<file path="src/rtl/ivt_pkg.sv">
package ivt_pkg;

    localparam int DATA_W = 8;
    localparam int PRE_W  = 16;
    localparam int ADDR_W = 4;
    localparam int N_RATE = 4;

    localparam logic [ADDR_W-1:0] OFS_DIV = ADDR_W'(4);
    localparam logic [ADDR_W-1:0] OFS_CNT = ADDR_W'(5);
    localparam logic [ADDR_W-1:0] OFS_MOD = ADDR_W'(6);
    localparam logic [ADDR_W-1:0] OFS_CTL = ADDR_W'(7);

    typedef enum logic [1:0] {
        RATE_DIV1024 = 2'b00,
        RATE_DIV16   = 2'b01,
        RATE_DIV64   = 2'b10,
        RATE_DIV256  = 2'b11
    } rate_e;

    typedef struct packed {
        logic  run;
        rate_e rate;
    } ctl_t;

    localparam int CTL_W = $bits(ctl_t);

    // number of low prescaler bits that must all be ones for a tick
    function automatic int tap_bits(input int idx);
        case (idx)
            0:       return 10;
            1:       return 4;
            2:       return 6;
            default: return 8;
        endcase
    endfunction

endpackage

</file>
<file path="src/rtl/ivt_prescale.sv">
module ivt_prescale #(
    parameter int PRE_W = 16
) (
    input  logic             clk,
    input  logic             rst_n,
    input  logic             clr,
    output logic [PRE_W-1:0] pre_q
);

    logic [PRE_W-1:0] pre_d;

    always_comb begin
        pre_d = clr ? '0 : pre_q + PRE_W'(1);
    end

    always_ff @(posedge clk or negedge rst_n) begin
        if (!rst_n) pre_q <= '0;
        else        pre_q <= pre_d;
    end

    // a clear write restarts the prescaler from zero
    p_div_clear_r2: assert property (@(posedge clk) disable iff (!rst_n)
        clr |=> (pre_q == '0));

    // otherwise the prescaler advances by one each clock
    p_div_step_r2: assert property (@(posedge clk) disable iff (!rst_n)
        !clr |=> (pre_q == $past(pre_q) + PRE_W'(1)));

endmodule

</file>
<file path="src/rtl/ivt_tick_sel.sv">
module ivt_tick_sel
    import ivt_pkg::*;
#(
    parameter int PRE_W = 16
) (
    input  logic [PRE_W-1:0] pre,
    input  ctl_t             ctl,
    output logic             tick
);

    logic [N_RATE-1:0] tap_full;

    for (genvar i = 0; i < N_RATE; i++) begin : g_tap
        localparam int K = tap_bits(i);
        assign tap_full[i] = &pre[K-1:0];
    end

    always_comb begin
        tick = ctl.run & tap_full[ctl.rate];
    end

endmodule

</file>
<file path="src/rtl/ivt_count.sv">
module ivt_count #(
    parameter int DATA_W = 8
) (
    input  logic              clk,
    input  logic              rst_n,
    input  logic              tick,
    input  logic              wr_cnt,
    input  logic [DATA_W-1:0] wdata,
    input  logic [DATA_W-1:0] reload,
    output logic [DATA_W-1:0] cnt_q,
    output logic              irq_q
);

    typedef struct packed {
        logic [DATA_W-1:0] cnt;
        logic              irq;
    } cnt_state_t;

    cnt_state_t st_d, st_q;

    always_comb begin
        st_d     = st_q;
        st_d.irq = 1'b0;
        if (wr_cnt) begin
            st_d.cnt = wdata;
        end else if (tick) begin
            if (st_q.cnt == '1) begin
                st_d.cnt = reload;
                st_d.irq = 1'b1;
            end else begin
                st_d.cnt = st_q.cnt + DATA_W'(1);
            end
        end
    end

    always_ff @(posedge clk or negedge rst_n) begin
        if (!rst_n) st_q <= '0;
        else        st_q <= st_d;
    end

    assign cnt_q = st_q.cnt;
    assign irq_q = st_q.irq;

    // overflow loads the modulo value and raises the request
    p_reload_r5: assert property (@(posedge clk) disable iff (!rst_n)
        (tick && !wr_cnt && cnt_q == '1) |=> (irq_q && cnt_q == $past(reload)));

    // request never lasts two cycles (ticks are at least 16 clocks apart)
    p_irq_single_r5: assert property (@(posedge clk) disable iff (!rst_n)
        irq_q |=> !irq_q);

    // plain tick increments without a request
    p_step_r6: assert property (@(posedge clk) disable iff (!rst_n)
        (tick && !wr_cnt && cnt_q != '1) |=> (!irq_q && cnt_q == $past(cnt_q) + DATA_W'(1)));

    // a CPU write beats a coincident tick
    p_write_wins_r7: assert property (@(posedge clk) disable iff (!rst_n)
        wr_cnt |=> (!irq_q && cnt_q == $past(wdata)));

endmodule

</file>
<file path="src/rtl/ivt_timer.sv">
module ivt_timer
    import ivt_pkg::*;
(
    input  logic              clk,
    input  logic              rst_n,
    input  logic [ADDR_W-1:0] bus_addr,
    input  logic              bus_we,
    input  logic [DATA_W-1:0] bus_wdata,
    output logic [DATA_W-1:0] bus_rdata,
    output logic              irq_pulse
);

    localparam int PAD_W = DATA_W - CTL_W;

    typedef struct packed {
        logic [DATA_W-1:0] modulo;
        ctl_t              ctl;
    } regs_t;

    regs_t            regs_d, regs_q;
    logic [PRE_W-1:0] pre;
    logic [DATA_W-1:0] cnt;
    logic             tick;
    logic             wr_div, wr_cnt, wr_mod, wr_ctl;

    always_comb begin
        wr_div = bus_we && (bus_addr == OFS_DIV);
        wr_cnt = bus_we && (bus_addr == OFS_CNT);
        wr_mod = bus_we && (bus_addr == OFS_MOD);
        wr_ctl = bus_we && (bus_addr == OFS_CTL);

        regs_d = regs_q;
        if (wr_mod) regs_d.modulo = bus_wdata;
        if (wr_ctl) regs_d.ctl    = ctl_t'(bus_wdata[CTL_W-1:0]);
    end

    always_ff @(posedge clk or negedge rst_n) begin
        if (!rst_n) regs_q <= '0;
        else        regs_q <= regs_d;
    end

    ivt_prescale #(.PRE_W(PRE_W)) u_pre (
        .clk   (clk),
        .rst_n (rst_n),
        .clr   (wr_div),
        .pre_q (pre)
    );

    ivt_tick_sel #(.PRE_W(PRE_W)) u_sel (
        .pre  (pre),
        .ctl  (regs_q.ctl),
        .tick (tick)
    );

    ivt_count #(.DATA_W(DATA_W)) u_cnt (
        .clk    (clk),
        .rst_n  (rst_n),
        .tick   (tick),
        .wr_cnt (wr_cnt),
        .wdata  (bus_wdata),
        .reload (regs_q.modulo),
        .cnt_q  (cnt),
        .irq_q  (irq_pulse)
    );

    always_comb begin
        case (bus_addr)
            OFS_DIV: bus_rdata = pre[PRE_W-1 -: DATA_W];
            OFS_CNT: bus_rdata = cnt;
            OFS_MOD: bus_rdata = regs_q.modulo;
            OFS_CTL: bus_rdata = {{PAD_W{1'b1}}, regs_q.ctl};
            default: bus_rdata = '0;
        endcase
    end

    // a stopped timer keeps its count unless software writes it
    p_hold_r4: assert property (@(posedge clk) disable iff (!rst_n)
        (!regs_q.ctl.run && !wr_cnt) |=> $stable(cnt));

    // no request can appear while stopped
    p_no_irq_stopped_r4: assert property (@(posedge clk) disable iff (!rst_n)
        (!regs_q.ctl.run && !wr_ctl) |=> !irq_pulse);

    // padding bits of the control byte read as ones
    p_ctl_pad_r8: assert property (@(posedge clk) disable iff (!rst_n)
        (bus_addr == OFS_CTL) |-> (bus_rdata[DATA_W-1:CTL_W] == '1));

endmodule

</file>
<file path="config.mk">
export PLATFORM = sky130hd
export DESIGN_NAME = ivt_timer
export DESIGN_NICKNAME = d
export VERILOG_FILES = /design/src/rtl/ivt_pkg.sv /design/src/rtl/ivt_prescale.sv /design/src/rtl/ivt_tick_sel.sv /design/src/rtl/ivt_count.sv /design/src/rtl/ivt_timer.sv
export SDC_FILE = /design/constraint.sdc
export NUM_CORES = 1
export LEC_CHECK = 0
export CAP_MARGIN = 40
export CORE_UTILIZATION = 52
export DETAILED_ROUTE_END_ITERATION = 16
export DONT_BUFFER_PORTS = 1
export GPL_ROUTABILITY_DRIVEN = 1
export GPL_TIMING_DRIVEN = 0
export HOLD_SLACK_MARGIN = 0.03
export MAX_ROUTING_LAYER = met4
export PLACE_DENSITY = 0.67
export SETUP_SLACK_MARGIN = 0.5
export SLEW_MARGIN = 20
export SYNTH_ARGS = -nofsm -noshare
export SYNTH_HDL_FRONTEND = slang
export SYNTH_SLANG_ARGS = --single-unit
</file>
<file path="constraint.sdc">
create_clock -name clk -period 3.2 [get_ports clk]
set_clock_uncertainty 0.1 [all_clocks]
set_input_delay 0.32 -clock clk [delete_from_list [all_inputs] [get_ports clk]]
set_output_delay 0.32 -clock clk [all_outputs]
set_load 0.1 [all_outputs]
</file>
==> summary.md <==
| Metric | Value |
|---|---|
| Die ar. | `4290 sq um` |
| Antenna Nets Post-Route | `0` |
| Max-Slew Margin vs Limit | `42.0%` |
| Final #Nets | `240` |
| Leak pwr | `0.984 nW` |
| Netlist cell types | `42` |
| Max Buffers Root-to-Sink | `2` |
| Finished Layout Cells | `272` |
| Global-route wire length before repair | `between 7 and 8 mm` |
| Final Hold Viols | `0` |
| Outcome | `complete, no violations` |
| Max Cap Viol | `0` |
| Final period utilization | `between 60% and 70%` |
| Clock sink count | `36` |
| Resized Gates After CTS | `0` |
| Crit. Startpoint | `u_pre.pre_q[0]$_DFF_PN0_` |
| PortBufs | `0` |
| Critical path peak fanout | `5` |
| Hold Path Class | `in2reg` |
| R2r startpoint | `u_pre.pre_q[0]$_DFF_PN0_` |
| Syn. warnings | `0` |
| Setup-failing EPs final | `0` |
| Reg2reg end | `u_cnt.cnt_q[7]$_DFFE_PN0P_` |
| Critical path class | `reg2reg` |
| Starting density of the core | `a little under three fifths` |
| Detailed Route WL | `around 4.6 mm` |
| Top-count cell post-synth | `dfrtp_1` |
| Most used DFF post-synth | `dfrtp_1` |
| EDFF count, synth | `0` |
| DR vias | `1610` |
| Min cycle time layout | `2.09 ns` |
| Syn_nets | `~220` |
| Most frequent cells after synthesis | `36 x dfrtp_1, 30 x nor2_1, 22 x nand2_1, 17 x mux2_2` |
| FILL cells | `a little over 300` |
| Per-cell routed wire length | `between 15 and 20 um` |
| CTS tree | `built` |
| TritonCTS Buffers | `5` |
| IO Count | `24` |
| Cell depth of the worst flop-to-flop path | `6` |
| Pin count of the biggest net entering global routing | `37` |
| Pwr per Cell Area | `a little under 700 nW/um^2` |
| Initial antenna violation count | `0` |
| Seq cells post-synth | `36` |
| Placer Congestion | `~0.93` |
| Worst R2R Setup Slack | `1.11 ns` |
| Via/cell ratio | `just under 6` |
| Number of global-route vias before repair | `between 1500 and 2000` |
| Hold depth | `2` |
| Critical Path End | `u_cnt.cnt_q[7]$_DFFE_PN0P_` |
| Final Max Slew Viols | `0` |
| Slew @ Worst Pin | `roughly 0.87 ns` |
| CTS Hold Bufs | `2` |
| Area share of the leading cell type in the synthesized netlist | `between 40% and 50%` |
| Grt total ovfl | `0` |
| Area leader, netlist | `dfrtp_1` |
| Worst VDD drop | `around 450 uV` |
| Async SR Flop Fraction | `100%` |
| Worst Path Arrival | `between 2 and 2.5 ns` |
| Share of cells above drive strength 1 | `25.0%` |
| Inserted Diodes | `0` |
| HPWL after DPL | `approximately 3.4 mm` |
| Type of origin of the critical path | `flop` |
| Cells after Synth | `about 210` |
| DRT Pass-1 Iters | `4` |
| Worst EP required | `about 3.3 ns` |
| Post-Syn Area | `approximately 2100 sq um` |
| Placed insts | `262` |
| Overall die width | `between 60 and 70 um` |
| Fmax | `about 0.48 GHz` |
| Drc violations | `0` |
| Post-synthesis sequential area ratio | `43.0%` |
| Layout area overhead | `15.3%` |
| Synthesized area per cell | `slightly above 10 sq um` |
| Iteration-0 DRC Markers | `112` |
| Fin Setup TNS | `0 ns` |
| Htree depth | `2` |
| Leading post-synthesis cells by cell area | `dfrtp_1 43%, mux2_2 9.1%, nor2_1 5.4%` |
| RSZ-0062 raised after global routing | `false` |
| Num rows | `22` |
| GRT Total Usage | `between 20% and 30%` |
| Postcts setup bufs | `0` |
| DIE HEIGHT | `roughly 65 um` |
| Worst setup EP type | `flop` |
| Root Driver | `clkbuf_8` |
| CTS clk-pin slew, worst paths | `approximately 0.07 ns` |
| Core area | `about 3800 sq um` |
| Clock Latency Late Sink | `~0.29 ns` |
==> metal layers <==
layer | wire length [um] | global-route usage (%)
met2 | 2180 | 37.5
met1 | 2080 | 34.0
met4 | 85 | 8.70
met5 | 0 | -
met3 | 272 | 7.99
==> registers in the layout, indices dropped and copies added, names as in the netlist <==
register     cells
u_cnt.cnt_q      8
regs_q          11
u_cnt.irq_q      1
u_pre.pre_q     16
==> cell type report <==
| type | count | area [sq um] | share of cell area [%] |
|---|---|---|---|
| Multi-Input combinational cell | 159 | 1130 | 47.0 |
| Sequential cell | 36 | 901 | 37.3 |
| Timing Repair Buffer | 10 | 150 | 6.22 |
| Clock buffer | 8 | 90.1 | 3.73 |
| Buffer | 8 | 67.6 | 2.80 |
| Tap cell | 48 | 60.1 | 2.49 |
| Inverter | 3 | 11.3 | 0.466 |
==> cell families (layout without fill, tap and decap cells) <==
kind of cell               after synthesis  count (layout)  synth area share, %
DFF                                     36              36                 43.0
adders and majority gates                2               2                 1.19
muxes                                   24              24                 14.3
buffers and inverters                   11              29                 3.76
AOI/OAI and AO/OA                       30              30                 10.5
and+or+nand+nor                         88              88                 21.0
xor gates and xnor gates                15              15                 6.27
==> where the power goes <==
| part | internal (mW) | total [mW] | switching [mW] |
|---|---|---|---|
| clock | 0.176 | 0.331 | 0.155 |
| sequential | 0.598 | 0.779 | 0.181 |
| combinational | 0.259 | 0.532 | 0.274 |
| total | 1.03 | 1.64 | 0.609 |
==> worst max-delay path: stages (launching register included) <==
cell and delay [ns]:
dfrtp_1 0.40, ha_1 0.24, and3_2 0.21, and3_2 0.25, o21ai_0 0.47, a211oi_1 0.10
o31ai_1 0.24
==> through the flow <==
step	setup slack [ns]	total power [mW]	hold WS, ns	util [%]	area (sq um)
2_1_floorplan	0.596	1.15	-0.0756	-	2090
3_3_place_gp	0.473	1.24	-0.0747	57.1	2150
3_5_place_dp	1.13	1.30	-0.0748	60.8	2290
4_1_cts	1.11	1.64	0.0427	64.0	2410
5_1_grt	0.943	1.75	0.0425	64.0	2410
6_report	1.11	1.64	0.0431	64.0	2410
==> cells in the final DEF, fill, tap and decap left out, types with 3 or more instances in the layout <==
| cell type | instances |
|---|---|
| nor2_1 | 25 |
| xnor2_1 | 7 |
| a31oi_1 | 3 |
| nor2_2 | 5 |
| clkbuf_1 | 4 |
| nor2b_1 | 3 |
| o21ai_0 | 7 |
| xor2_1 | 8 |
| inv_1 | 3 |
| nor2b_2 | 3 |
| mux2_2 | 17 |
| nand2_1 | 22 |
| buf_8 | 8 |
| dfrtp_1 | 36 |
| nand4_1 | 4 |
| mux2i_1 | 4 |
| o22ai_1 | 5 |
| nand3_1 | 8 |
| o31ai_1 | 3 |
| clkbuf_8 | 8 |
| mux4_2 | 3 |
| nor3_1 | 4 |
==> worst min-delay path by stage <==
stage	from	slack [ns]	to
4_1_cts	bus_wdata[7]	0.04	u_cnt.cnt_q[7]$_DFFE_PN0P_
3_3_place_gp	rst_n	-0.07	u_pre.pre_q[7]$_DFF_PN0_
2_1_floorplan	rst_n	-0.08	regs_q[0]$_DFFE_PN0P_
6_report	bus_wdata[7]	0.04	u_cnt.cnt_q[7]$_DFFE_PN0P_
5_1_grt	bus_wdata[6]	0.04	u_cnt.cnt_q[6]$_DFFE_PN0P_
3_5_place_dp	rst_n	-0.07	u_pre.pre_q[7]$_DFF_PN0_
Note: power is estimated with default switching activity, not from simulation.
